<file path="config.mk">
export PLATFORM = sky130hd
export DESIGN_NAME = grp_irq_merge
export DESIGN_NICKNAME = d
export VERILOG_FILES = /design/src/rtl/irqm_pkg.sv /design/src/rtl/irqm_sync.sv /design/src/rtl/irqm_enable_regs.sv /design/src/rtl/irqm_group.sv /design/src/rtl/grp_irq_merge.sv
export SDC_FILE = /design/constraint.sdc
export NUM_CORES = 1
export LEC_CHECK = 0
export ABC_CLOCK_PERIOD_IN_PS = 2200
export BUFFER_PORTS_ARGS = -buffer_cell sky130_fd_sc_hd__buf_2
export CAP_MARGIN = 10
export CORE_AREA = 2 2 116 107
export CTS_CLUSTER_SIZE = 40
export DETAILED_ROUTE_END_ITERATION = 10
export DIE_AREA = 0 0 118 109
export HOLD_SLACK_MARGIN = 0.15
export SLEW_MARGIN = 5
export SYNTH_ARGS = -nofsm -noshare
export SYNTH_HDL_FRONTEND = slang
export SYNTH_SLANG_ARGS = --single-unit
</file>
<file path="constraint.sdc">
create_clock -name clk -period 2.2 [get_ports clk]
set_input_delay 0.11 -clock clk [delete_from_list [all_inputs] [get_ports clk]]
set_output_delay 0.11 -clock clk [all_outputs]
set_load 0.01 [all_outputs]
</file>
<file path="src/rtl/irqm_pkg.sv">
package irqm_pkg;

    localparam int unsigned GRP_COUNT = 4;
    localparam int unsigned GRP_WIDTH = 8;
    localparam int unsigned REG_ADDR_W = 4;

    localparam int unsigned OFS_EN_SET = 32'h0;
    localparam int unsigned OFS_EN_CLR = 32'h4;
    localparam int unsigned OFS_STATUS = 32'hC;

    typedef enum logic [1:0] {
        ACC_NONE = 2'd0,
        ACC_SET  = 2'd1,
        ACC_CLR  = 2'd2,
        ACC_STAT = 2'd3
    } acc_kind_e;

endpackage

</file>
<file path="src/rtl/irqm_sync.sv">
module irqm_sync #(
    parameter int unsigned WIDTH = 32
) (
    input  logic             clk,
    input  logic             rst_n,
    input  logic [WIDTH-1:0] async_i,
    output logic [WIDTH-1:0] sync_o
);

    logic [WIDTH-1:0] stage1_q;
    logic [WIDTH-1:0] stage2_q;

    for (genvar b = 0; b < WIDTH; b++) begin : g_bit
        always_ff @(posedge clk) begin
            if (!rst_n) begin
                stage1_q[b] <= 1'b0;
                stage2_q[b] <= 1'b0;
            end else begin
                stage1_q[b] <= async_i[b];
                stage2_q[b] <= stage1_q[b];
            end
        end
    end

    assign sync_o = stage2_q;

endmodule

</file>
<file path="src/rtl/irqm_enable_regs.sv">
module irqm_enable_regs #(
    parameter int unsigned WIDTH  = 32,
    parameter int unsigned ADDR_W = 4
) (
    input  logic              clk,
    input  logic              rst_n,
    input  logic [ADDR_W-1:0] addr_i,
    input  logic              we_i,
    input  logic [WIDTH-1:0]  wdata_i,
    input  logic [WIDTH-1:0]  status_i,
    output logic [WIDTH-1:0]  en_o,
    output logic [WIDTH-1:0]  rdata_o
);
    import irqm_pkg::*;

    localparam logic [ADDR_W-1:0] A_SET  = ADDR_W'(OFS_EN_SET);
    localparam logic [ADDR_W-1:0] A_CLR  = ADDR_W'(OFS_EN_CLR);
    localparam logic [ADDR_W-1:0] A_STAT = ADDR_W'(OFS_STATUS);

    acc_kind_e        acc;
    logic [WIDTH-1:0] en_q;

    always_comb begin
        if (addr_i == A_SET)       acc = ACC_SET;
        else if (addr_i == A_CLR)  acc = ACC_CLR;
        else if (addr_i == A_STAT) acc = ACC_STAT;
        else                       acc = ACC_NONE;
    end

    always_ff @(posedge clk) begin
        if (!rst_n) begin
            en_q <= '0;
        end else if (we_i) begin
            unique case (acc)
                ACC_SET:  en_q <= en_q | wdata_i;
                ACC_CLR:  en_q <= en_q & ~wdata_i;
                ACC_STAT: en_q <= en_q;
                ACC_NONE: en_q <= en_q;
            endcase
        end
    end

    always_comb begin
        unique case (acc)
            ACC_SET:  rdata_o = en_q;
            ACC_CLR:  rdata_o = en_q;
            ACC_STAT: rdata_o = status_i;
            ACC_NONE: rdata_o = '0;
        endcase
    end

    assign en_o = en_q;


    set_keep_chk: assert property (@(posedge clk) disable iff (!rst_n)
        (we_i && acc == ACC_SET) |=> ((en_q & ~$past(wdata_i)) == ($past(en_q) & ~$past(wdata_i))));


    set_hit_chk: assert property (@(posedge clk) disable iff (!rst_n)
        (we_i && acc == ACC_SET) |=> ((en_q & $past(wdata_i)) == $past(wdata_i)));


    clr_keep_chk: assert property (@(posedge clk) disable iff (!rst_n)
        (we_i && acc == ACC_CLR) |=> ((en_q & ~$past(wdata_i)) == ($past(en_q) & ~$past(wdata_i))));


    clr_hit_chk: assert property (@(posedge clk) disable iff (!rst_n)
        (we_i && acc == ACC_CLR) |=> ((en_q & $past(wdata_i)) == '0));


    other_ignore_chk: assert property (@(posedge clk) disable iff (!rst_n)
        (!we_i || (acc != ACC_SET && acc != ACC_CLR)) |=> $stable(en_q));

endmodule

</file>
<file path="src/rtl/irqm_group.sv">
module irqm_group #(
    parameter int unsigned WIDTH = 8
) (
    input  logic             clk,
    input  logic             rst_n,
    input  logic [WIDTH-1:0] lvl_i,
    input  logic [WIDTH-1:0] en_i,
    output logic             irq_o
);

    logic [WIDTH-1:0] pend;

    always_comb begin
        pend  = lvl_i & en_i;
        irq_o = |pend;
    end


    grp_idle_chk: assert property (@(posedge clk) disable iff (!rst_n)
        (en_i == '0) |-> !irq_o);


    grp_level_chk: assert property (@(posedge clk) disable iff (!rst_n)
        ((lvl_i & en_i) != '0) |-> irq_o);

endmodule

</file>
<file path="src/rtl/grp_irq_merge.sv">
module grp_irq_merge #(
    parameter int unsigned GROUPS  = irqm_pkg::GRP_COUNT,
    parameter int unsigned GROUP_W = irqm_pkg::GRP_WIDTH,
    parameter int unsigned ADDR_W  = irqm_pkg::REG_ADDR_W
) (
    input  logic                          clk,
    input  logic                          rst_n,
    input  logic [GROUPS*GROUP_W-1:0]     src_i,
    input  logic [ADDR_W-1:0]             bus_addr,
    input  logic                          bus_we,
    input  logic [GROUPS*GROUP_W-1:0]     bus_wdata,
    output logic [GROUPS*GROUP_W-1:0]     bus_rdata,
    output logic [GROUPS-1:0]             grp_irq_o
);

    localparam int unsigned NSRC = GROUPS * GROUP_W;

    logic [NSRC-1:0] lvl;
    logic [NSRC-1:0] en;
    logic [NSRC-1:0] status;

    irqm_sync #(.WIDTH(NSRC)) u_sync (
        .clk     (clk),
        .rst_n   (rst_n),
        .async_i (src_i),
        .sync_o  (lvl)
    );

    assign status = lvl & en;

    irqm_enable_regs #(.WIDTH(NSRC), .ADDR_W(ADDR_W)) u_regs (
        .clk      (clk),
        .rst_n    (rst_n),
        .addr_i   (bus_addr),
        .we_i     (bus_we),
        .wdata_i  (bus_wdata),
        .status_i (status),
        .en_o     (en),
        .rdata_o  (bus_rdata)
    );

    for (genvar g = 0; g < GROUPS; g++) begin : g_grp
        irqm_group #(.WIDTH(GROUP_W)) u_grp (
            .clk   (clk),
            .rst_n (rst_n),
            .lvl_i (lvl[g*GROUP_W +: GROUP_W]),
            .en_i  (en[g*GROUP_W +: GROUP_W]),
            .irq_o (grp_irq_o[g])
        );
    end


    rst_quiet_chk: assert property (@(posedge clk)
        $past(!rst_n) |-> (grp_irq_o == '0));

endmodule

</file>
# Yosys cells after proc, flatten, opt, wreduce, memory -nomap -nowiden
# Cells that the tools add are included.
dict set report totals {
  elab_cells 93
  input_bits 71
  reg_bits 96
}
dict set report op_classes {
  n_eq_ne 5
  muxes 5
  n_reduce_logical 9
  bitwise_logic 9
}
# op n
set op_table {}
lappend op_table {{case mux 32 bit (3 select lines)} 1}
lappend op_table {{bitwise AND 32 bit} 2}
lappend op_table {{case mux 32 bit (2 select lines)} 1}
lappend op_table {{bitwise AND 8 bit} 4}
lappend op_table {{NOT 32 bit} 1}
lappend op_table {{OR 32 bit} 1}
lappend op_table {{OR reduction 8 bit} 4}
lappend op_table {{two-way mux 2 bit} 3}
lappend op_table {{equality test 2 bit (second input constant)} 2}
lappend op_table {{equality test 4 x 3 -> 1 bit (second input constant)} 1}
lappend op_table {{equality test 4 bit (second input constant)} 1}
lappend op_table {{logical NOT 4 bit} 1}
lappend op_table {{OR reduction 2 bit} 2}
lappend op_table {{equality test 2 x 1 -> 1 bit (second input constant)} 1}
lappend op_table {{logical NOT 2 bit} 1}
lappend op_table {{AND reduction 2 bit} 1}
lappend op_table {{NOT 1 bit} 1}

# Logic depth before layout (Yosys ltp)
# Gate-level depths: netlist (run 1).
dict set report depth {
  depth_word 8
  mapped_depth 7
}

# Cells and area by module
# From an unflattened synthesis (run 1), not the netlist that was laid out.
dict set report hier_totals {
  cells_unflattened 348
  area_unflattened_um2 4022.6
}
# mod cells_per_inst area_each_um2 n_inst
set by_module_without_submodules {}
lappend by_module_without_submodules {irqm_enable_regs 162 1885.6 1}
lappend by_module_without_submodules {irqm_sync 134 1791.7 1}
lappend by_module_without_submodules {grp_irq_merge 32 200.2 1}
lappend by_module_without_submodules {irqm_group 5 36.3 4}

# Least setup slack after synthesis (run 1)
# OpenSTA, ideal clock, no wires.
dict set report synth_path {
  kind {input to output}
  startpoint {input port bus_addr[3]}
  endpoint {output port bus_rdata[10]}
  path_buffers 2
  cell_stages 6
  slack_ns 0.648
  required_ns 2.090
  t_arrival_ns 1.442
  path_cell_list {xor2_1 > or3_1 > ha_1 > buf_6 > buf_2 > a21boi_0}
}
dict set report synth_between {
  elab_chain_cells 7
}
# item line
set synth_lines {}
lappend synth_lines {{from (decl)} grp_irq_merge.sv:9} ;# input logic [ADDR_W-1:0] bus_addr,
lappend synth_lines {{equality test 4 bit} irqm_enable_regs.sv:26} ;# else if (addr_i == A_STAT) acc = ACC_STAT;
lappend synth_lines {{two-way mux 2 bit} irqm_enable_regs.sv:26}
lappend synth_lines {{two-way mux 2 bit} irqm_enable_regs.sv:25} ;# else if (addr_i == A_CLR) acc = ACC_CLR;
lappend synth_lines {{two-way mux 2 bit (*)} irqm_enable_regs.sv:24} ;# if (addr_i == A_SET) acc = ACC_SET;
lappend synth_lines {{equality test 2 x 1 -> 1 bit or equality test 2 bit (tied branches)} irqm_enable_regs.sv:44} ;# unique case (acc)
lappend synth_lines {{OR reduction 2 bit (no source line)} -}
lappend synth_lines {{case mux 32 bit (3 select lines) (*)} irqm_enable_regs.sv:44}
lappend synth_lines {{to (decl)} grp_irq_merge.sv:12} ;# output logic [GROUPS*GROUP_W-1:0] bus_rdata,
# Mark *: on every way between the ends. The rest lies on a longest branch, timed or not.

# Worst setup path after layout (run 1)
dict set report layout_path {
  startpoint {input port bus_addr[3]}
  endpoint {output port bus_rdata[3]}
}
# Same word-level chain as after synthesis.

==> impl_metrics.csv, run 1 <==
group,metric,value,unit
timing,max_freq,553.7,MHz
critical_path,path_max_fanout,40,
floorplanning,die_w,118,um
floorplanning,core_area,11740,um2
logic_synthesis,synth_top_family_by_area,"simple AND/OR/NAND/NOR gates",
logic_synthesis,synth_area_leaders,"dfxtp_1 51%, and2_1 11%, mux2i_1 8.5%, a21boi_0 6.3%, nand2_1 6.3%",
timing,relSlewSlack,0.5739,
timing,fin_crit,1806,ps
worst_hold_path,hold_start,"rst_n",
cells_and_area,area_growth_syn_to_layout,41.01,%
critical_path,worstPathArrival,1700,ps
critical_path,worstPathRequired,2090,ps
grt,grt_pass1_wl,14.24,mm
cells_and_area,mostFrequentLayoutCell,"buf_2",
cells_and_area,nFillCells,1136,
logic_synthesis,yosys.area_share.adder,0.006614,
critical_path,reg2regPathDepth,2,
cells_and_area,multi_input_area,1645,um2
timing,setup_viol,0,
clock_network,cts_root_buf,"clkbuf_16",
pwr,p_leak,2.377,nW
timing,finalHoldViolations,0,
outcome,outcome,"completed",
floorplanning,rows,38,
critical_path,slowest_delay,320,ps
critical_path,cp-start-kind,"input port",
grt,antenna_found_initial,1,
floorplanning,die_h,109,um
logic_synthesis,syn_nets,451,
floorplanning,initial_utilization,0.3222,
routing,viasPerCell,4.422,
clock_network,clkSinkCount,96,
timing,worstMarginPinSlew,639.2,ps
floorplanning,die_area,12860,um2
timing,hold_slack,264.7,ps
logic_synthesis,ys_ff_latch,96,
critical_path,path_cells,"buf_2, xor2_1, or3_1, ha_1, buf_4, a21boi_0, buf_2",
logic_synthesis,yosysUniqueCellTypes,19,
routing,totalWireLength,8.737,mm
timing,slew_violations,0,
worst_hold_path,min_path_type,"input port to flip-flop",
placement,io_buffers,106,
cells_and_area,post_route_cells_drive_above_1_share,0.2403,
grt,grt_use_met2,0.2454,
worst_hold_path,holdPathStages,3,
clock_network,cts_hold_buf,64,
critical_path,startpoint,"bus_addr[3]",
grt,grt_overflow_total,0,
routing,drc,0,
routing,num_vias,3104,
pwr,ir_worst_vdd,0.4467,mV
clock_network,clk_pin_slew_worst_paths,60,ps
timing,grt_setup_unrepaired,"false",
logic_synthesis,yosysWarningCount,0,
logic_synthesis,yosysTopAreaCell,"dfxtp_1",
critical_path,worst_path_most_repeated_cell,"buf_2",
logic_synthesis,seq_area_frac_synth,0.5079,
clock_network,cts_tree,"built",
routing,dr.pass1.iters,4,
routing,ant_nets,0,
timing,fin_worst_skew,2.683,ps
floorplanning,io_pins,107,
clock_network,clk_latency,330,ps
placement,dp_hpwl,5.803,mm
routing,post_drt_wl_per_cell,12.45,um
clock_network,cts_buffer_depth,2,
logic_synthesis,synth_top_area_frac,0.5079,
critical_path,crit_slowest_cell,"or3_1",
critical_path,cp-end-kind,"primary output",
logic_synthesis,synth_xor_area_frac,0.002315,
logic_synthesis,synthMuxAreaShare,0.08466,
grt,grt_max_degree,44,
run,drv_cap,0,
logic_synthesis,synth.avg_cell_area,10.01,um2
clock_network,post_cts_resized,0,
timing,tns,0,ps
cells_and_area,regArea,1922,um2
logic_synthesis,synth_compound_area_frac,0.09524,
cells_and_area,final_nets,609,
clock_network,ctsHtreeMaxLevel,3,
cells_and_area,final_cell_mix,"106 x buf_2, 96 x dfxtp_1, 64 x nand2_1, 64 x and2_1, 64 x dlygate4sd3_1",
grt,grt_pass1_vias,3073,
grt,grt_use_met3,0.04184,
logic_synthesis,synthSimpleGateAreaFrac,0.2460,
placement,globalplace.congestion,0.7647,
logic_synthesis,synth.cell_area,3784,um2
clock_network,cts_made_buffers,9,
grt,grt_busiest_layer,"met2",
timing,period_share,0.8209,
clock_network,post-cts-setup-buffers,0,
routing,drt_iter0_drc,109,
critical_path,crit_type,"input port to primary output",
logic_synthesis,syn_inst,378,
grt,grt_use_met1,0.1635,
pwr,powerDensity,724.3,nW/um2
grt,grt_usage,0.1406,
[layout make-up]
| type | instances | area share |
|---|---|---|
| flip-flops and latches | 96 | 0.3602 |
| well taps | 160 | 0.03752 |
| multi-input cells | 251 | 0.3084 |
| clock inverters | 6 | 0.01548 |
| clock buffers | 10 | 0.04479 |
| diodes | 1 | 0.0004690 |
| repair buffers | 178 | 0.2331 |
[power by group]
part           internal (mW)  total [mW]  switching [mW]
logic                  0.214       0.365           0.151
registers               1.82        1.85          0.0337
clock network           1.02        1.65           0.629
[critical path: cells and delay by family]
family | cells | cell delay (ps)
AO/OA/AOI/OAI | 1 | 250
AND/OR/NAND/NOR | 1 | 320
buffers and inverters | 3 | 520
adder cells (fa/ha/maj) | 1 | 320
XOR/XNOR | 1 | 160
[path summary, 6_finish.rpt]
kind,end,slack (ps)
min,flip-flop,260
max,bus_rdata[3],390
min reg2reg,u_sync.sync_o[1]$_SDFF_PN0_,430
max reg2reg,flip-flop,1570
[synth_stat cells]
| cell | number |
|---|---|
| mux2i_1 | 32 |
| nand2_1 | 64 |
| buf_2 | 11 |
| buf_6 | 8 |
| nand3b_1 | 32 |
| ha_1 | 2 |
| nor3b_1 | 1 |
| nor3_1 | 1 |
| nand4_1 | 4 |
| clkbuf_2 | 3 |
| a22oi_1 | 16 |
| xor2_1 | 1 |
| clkbuf_1 | 3 |
| a21boi_0 | 32 |
| nand2b_1 | 1 |
| and2_1 | 64 |
| dfxtp_1 | 96 |
| buf_4 | 6 |
| or3_1 | 1 |
[per-stage QoR]
step / setup slack (ps) / utilization / cell area (um2) / power (mW) / std cells
floorplan: 647.7 / - / 3784 / 2.071 / 378
finish: 393.9 / 0.4543 / 5335 / 3.864 / 702
global placement: 425.0 / 0.3722 / 4370 / 2.166 / 621
global route: 279.8 / 0.4543 / 5335 / 4.037 / 702
CTS: 352.5 / 0.4541 / 5333 / 3.923 / 701
detailed placement: 353.7 / 0.3722 / 4370 / 2.173 / 621
[kinds of logic after synthesis]
logic type | after synthesis
and+or+nand+nor | 168
DFF | 96
AOI/OAI and AO/OA | 48
muxes | 32
buffers and inverters | 31
adders and majority gates | 2
xor gates and xnor gates | 1
[per-layer routing]
| metal | vias to the layer above | wire length, um |
|---|---|---|
| li1 | 1578 | - |
| met1 | 1442 | 3930 |
| met2 | 72 | 4306 |
| met3 | 12 | 344 |
| met4 | 0 | 155 |
| met5 | - | 0 |
Note: power is estimated with default switching activity, not from simulation.
==> run 2, diff against run 1 <==
--- a/config.mk
+++ b/config.mk
@@ -5,7 +5,7 @@
 export SDC_FILE = /design/constraint.sdc
 export NUM_CORES = 1
 export LEC_CHECK = 0
-export ABC_CLOCK_PERIOD_IN_PS = 2200
+export ABC_CLOCK_PERIOD_IN_PS = 1800
 export BUFFER_PORTS_ARGS = -buffer_cell sky130_fd_sc_hd__buf_2
 export CAP_MARGIN = 10
 export CORE_AREA = 2 2 116 107
==> constraint.sdc (replaced) <==
create_clock -name clk -period 1.8 [get_ports clk]
set_input_delay 0.09 -clock clk [delete_from_list [all_inputs] [get_ports clk]]
set_output_delay 0.09 -clock clk [all_outputs]
set_load 0.01 [all_outputs]
==> impl_metrics.csv, run 2 (synthesized netlist as in run 1, its figures left out) <==
group,metric,value,unit
grt,antenna_found_initial,1,
critical_path,worstPathArrival,1630,ps
floorplanning,initial_utilization,0.3222,
floorplanning,die_w,118,um
timing,fin_crit,1719,ps
run,drv_cap,0,
clock_network,cts_root_buf,"clkbuf_16",
placement,globalplace.congestion,0.7721,
grt,grt_usage,0.1458,
worst_hold_path,min_path_type,"input port to flip-flop",
critical_path,path_max_fanout,24,
cells_and_area,multi_input_area,1645,um2
cells_and_area,area_growth_syn_to_layout,39.62,%
critical_path,worst_path_most_repeated_cell,"buf_2",
pwr,powerDensity,846.8,nW/um2
clock_network,cts_tree,"built",
clock_network,post-cts-setup-buffers,0,
timing,max_freq,581.7,MHz
floorplanning,die_h,109,um
timing,relSlewSlack,0.5602,
routing,drt_iter0_drc,94,
critical_path,path_cells,"buf_2, xor2_1, or3_1, ha_1, buf_4, a21boi_0, buf_2",
cells_and_area,nFillCells,1175,
placement,dp_hpwl,5.921,mm
critical_path,crit_slowest_cell,"ha_1",
critical_path,cp-start-kind,"input port",
timing,finalHoldViolations,0,
grt,grt_pass1_vias,3156,
routing,num_vias,3090,
timing,setup_viol,0,
grt,grt_overflow_total,0,
timing,grt_setup_unrepaired,"false",
cells_and_area,regArea,1922,um2
clock_network,clk_latency,340,ps
critical_path,slowest_delay,330,ps
routing,totalWireLength,8.912,mm
timing,fin_worst_skew,1.958,ps
cells_and_area,final_nets,610,
pwr,p_leak,2.355,nW
critical_path,cp-end-kind,"primary output",
routing,viasPerCell,4.408,
floorplanning,die_area,12860,um2
grt,grt_pass1_wl,14.66,mm
outcome,outcome,"completed",
routing,dr.pass1.iters,4,
grt,grt_max_degree,61,
timing,tns,0,ps
floorplanning,core_area,11740,um2
cells_and_area,mostFrequentLayoutCell,"buf_2",
clock_network,ctsHtreeMaxLevel,3,
pwr,totalPowerFinal,4.473,mW
cells_and_area,post_route_cells_drive_above_1_share,0.2352,
floorplanning,rows,38,
pwr,ir_worst_vdd,0.5452,mV
timing,worstMarginPinSlew,659.7,ps
critical_path,worstPathRequired,1710,ps
clock_network,clk_pin_slew_worst_paths,60,ps
cells_and_area,final_cell_mix,"106 x buf_2, 96 x dfxtp_1, 64 x nand2_1, 64 x and2_1, 64 x dlygate4sd3_1",
routing,post_drt_wl_per_cell,12.71,um
routing,drc,0,
timing,slew_violations,0,
clock_network,cts_made_buffers,9,
critical_path,crit_type,"input port to primary output",
placement,io_buffers,106,
floorplanning,io_pins,107,
clock_network,cts_buffer_depth,2,
timing,period_share,0.9551,
clock_network,clkSinkCount,96,
routing,ant_nets,0,
-- run 2: cell count changes in the layout (fill, tap and decap cells not counted) --
cell | before | now
a21boi_0 | 32 | 26
a21boi_1 | 0 | 6
buf_12 | 1 | 0
buf_4 | 7 | 9
bufinv_16 | 2 | 0
clkbuf_1 | 0 | 2
clkbuf_8 | 1 | 3
clkinv_2 | 3 | 0
clkinvlp_4 | 1 | 0
-- run 2: stage by stage --
| stage | setup slack (ps) | std cells | hold slack (ps) | utilization | cell area [um2] |
|---|---|---|---|---|---|
| after global routing | 7.856 | 701 | 323.4 | 0.4498 | 5283 |
| final | 80.79 | 701 | 293.6 | 0.4498 | 5283 |
| after floorplan | 287.7 | 378 | 217.3 | - | 3784 |
| after global placement | 78.86 | 622 | 294.8 | 0.3717 | 4365 |
| after detailed placement | 40.46 | 622 | 299.8 | 0.3717 | 4365 |
| after CTS | 38.34 | 700 | 299.8 | 0.4496 | 5280 |
-- run 2: final timing paths --
kind	end	start	cells after the start	slack [ps]
max	bus_rdata[24]	bus_addr[3]	7	80
min	flip-flop	rst_n	4	290
max reg2reg	flip-flop	flip-flop	2	1060
min reg2reg	u_sync.sync_o[27]$_SDFF_PN0_	u_sync.stage1_q[27]$_SDFF_PN0_	1	430
-- run 2: final cells by class --
type                       instances  area share
sequential                        96      0.3638
multi-input combinational        251      0.3115
timing repair buffer             179      0.2345
clock buffer                      14     0.05187
tap                              160     0.03790
antenna                            1   0.0004737
-- run 2: routing by layer --
metal,track usage,routed length (um),part of all wire
met1,0.1687,4019,0.45
met2,0.2388,4185,0.47
met3,0.04498,395,0.044
met4,0.09036,311,0.035
met5,0,0,0
-- run 2: worst max-delay path: cells and delay by family --
family                     cells  cell delay (ps)
adders and majority gates      1              330
xor gates and xnor gates       1              160
AOI/OAI and AO/OA              1              210
buffers and inverters          3              510
and+or+nand+nor                1              310
-- run 2: timing repair --
action,4_1_cts,5_1_grt
endpoints found under the setup margin,0,6
endpoints found under the hold margin,64,0
hold buffers,64,0
gates resized for setup,0,6
-- run 2: report_power, final --
group	total, mW	internal, mW	switching (mW)
clock	1.76	1.03	0.727
combinational	0.448	0.262	0.187
sequential	2.26	2.22	0.0414
total	4.47	3.52	0.955
==> run 3, diff against run 2 <==
--- a/config.mk
+++ b/config.mk
@@ -13,6 +13,7 @@
 export DETAILED_ROUTE_END_ITERATION = 10
 export DIE_AREA = 0 0 118 109
 export HOLD_SLACK_MARGIN = 0.15
+export PLACE_DENSITY = 0.53
 export SLEW_MARGIN = 5
 export SYNTH_ARGS = -nofsm -noshare
 export SYNTH_HDL_FRONTEND = slang
==> impl_metrics.csv, run 3 (synthesized netlist as in run 1, its figures left out) <==
group,metric,value,unit
timing,tns,0,ps
timing,setup_viol,0,
placement,globalplace.congestion,0.7629,
cells_and_area,mostFrequentLayoutCell,"buf_2",
cells_and_area,area_growth_syn_to_layout,39.91,%
grt,grt_pass1_vias,2999,
cells_and_area,multi_input_area,1645,um2
routing,totalWireLength,8.544,mm
floorplanning,die_w,118,um
cells_and_area,final_cell_mix,"106 x buf_2, 96 x dfxtp_1, 64 x nand2_1, 64 x and2_1, 64 x dlygate4sd3_1",
critical_path,cp-end-kind,"primary output",
timing,worstMarginPinSlew,652.0,ps
grt,grt_usage,0.1345,
critical_path,r2r_slack,1170,ps
placement,dp_hpwl,5.646,mm
worst_hold_path,min_path_type,"input port to flip-flop",
clock_network,clkSinkCount,96,
timing,finalHoldViolations,0,
pwr,p_leak,2.358,nW
critical_path,reg2regPathDepth,2,
floorplanning,initial_utilization,0.3222,
critical_path,crit_type,"input port to primary output",
clock_network,ctsHtreeMaxLevel,3,
grt,grt_max_degree,65,
timing,grt_setup_unrepaired,"false",
clock_network,cts_tree,"built",
pwr,ir_worst_vdd,0.4637,mV
critical_path,worstPathArrival,1640,ps
pwr,totalPowerFinal,4.499,mW
placement,io_buffers,106,
critical_path,path_max_fanout,64,
cells_and_area,n_antenna_cell,0,
cells_and_area,post_route_cells_drive_above_1_share,0.2356,
routing,drc,0,
clock_network,cts_root_buf,"clkbuf_16",
cells_and_area,final_nets,607,
clock_network,post_cts_resized,0,
worst_hold_path,hold_start,"rst_n",
floorplanning,rows,38,
timing,max_freq,578.3,MHz
grt,grt_overflow_total,0,
timing,period_share,0.9607,
grt,grt_pass1_wl,13.80,mm
clock_network,clk_latency,330,ps
timing,fin_worst_skew,4.945,ps
cells_and_area,nFillCells,1162,
clock_network,cts_made_buffers,9,
timing,fin_crit,1729,ps
routing,viasPerCell,4.501,
worst_hold_path,holdPathStages,4,
routing,drt_iter0_drc,122,
critical_path,cp-start-kind,"input port",
floorplanning,io_pins,107,
routing,post_drt_wl_per_cell,12.22,um
routing,ant_nets,0,
timing,relSlewSlack,0.5653,
run,drv_cap,0,
critical_path,worstPathRequired,1710,ps
clock_network,cts_buffer_depth,2,
floorplanning,die_h,109,um
floorplanning,die_area,12860,um2
grt,antenna_found_initial,0,
routing,dr.pass1.iters,5,
cells_and_area,regArea,1922,um2
routing,num_vias,3146,
pwr,powerDensity,849.9,nW/um2
outcome,outcome,"completed",
timing,slew_violations,0,
clock_network,clk_pin_slew_worst_paths,60,ps
floorplanning,core_area,11740,um2
run 3: changes by cell type in the layout (fill, tap and decap cells not counted):
cell      delta
buf_4        -5
clkinv_2     +3
a21boi_1     -6
a21boi_0     +6
buf_12       +2
clkbuf_1     -1
diode_2      -1
run 3: where the power goes:
part	total, mW	switching, mW	internal (mW)
logic	0.444	0.182	0.262
clock network	1.79	0.750	1.04
registers	2.26	0.0413	2.22
run 3: layout make-up:
type	count	area share
clock buffers	13	0.05105
well taps	160	0.03782
flip-flops and latches	96	0.3630
multi-input cells	251	0.3108
repair buffers	176	0.2345
clock inverters	3	0.002836
run 3: metal layers:
layer	routed length, um	track usage	share of wire	vias up
met5	0	0	0	-
met4	100	0.04389	0.012	0
met3	406	0.03504	0.048	12
met2	4080	0.2272	0.48	91
met1	3957	0.1690	0.46	1476
li1	-	-	-	1567
run 3: stage by stage:
| stage | cell area, um2 | setup slack, ps | hold slack [ps] | instances | utilization |
|---|---|---|---|---|---|
| 6_report | 5294 | 70.76 | 260.8 | 699 | 0.4508 |
| 3_5_place_dp | 4368 | 67.95 | 299.0 | 619 | 0.3719 |
| 3_3_place_gp | 4368 | 110.3 | 295.0 | 619 | 0.3719 |
| 5_1_grt | 5294 | 2.304 | 295.5 | 699 | 0.4508 |
| 2_1_floorplan | 3784 | 287.7 | 217.3 | 378 | - |
| 4_1_cts | 5294 | 60.64 | 253.4 | 699 | 0.4508 |
run 3: worst max path at each step:
stage	endpoint	cells after the start	slack, ps	from
after floorplan	bus_rdata[10]	6	290	bus_addr[3]
after global placement	bus_rdata[20]	7	110	bus_addr[3]
after detailed placement	bus_rdata[29]	7	70	bus_addr[3]
after CTS	bus_rdata[29]	7	60	bus_addr[3]
after global routing	bus_rdata[3]	7	2	bus_addr[3]
final	bus_rdata[3]	7	70	bus_addr[3]
run 3: what timing repair did:
action | 4_1_cts | 5_1_grt
endpoints found under the hold margin | 64 | 0
hold buffers | 64 | 0
buffers inserted | 0 | 0
run 3: critical path, stage by stage:
cell	delay, ps
buf_2	100
xor2_1	160
or3_1	320
ha_1	330
buf_12	190
a21boi_0	250
buf_2	180
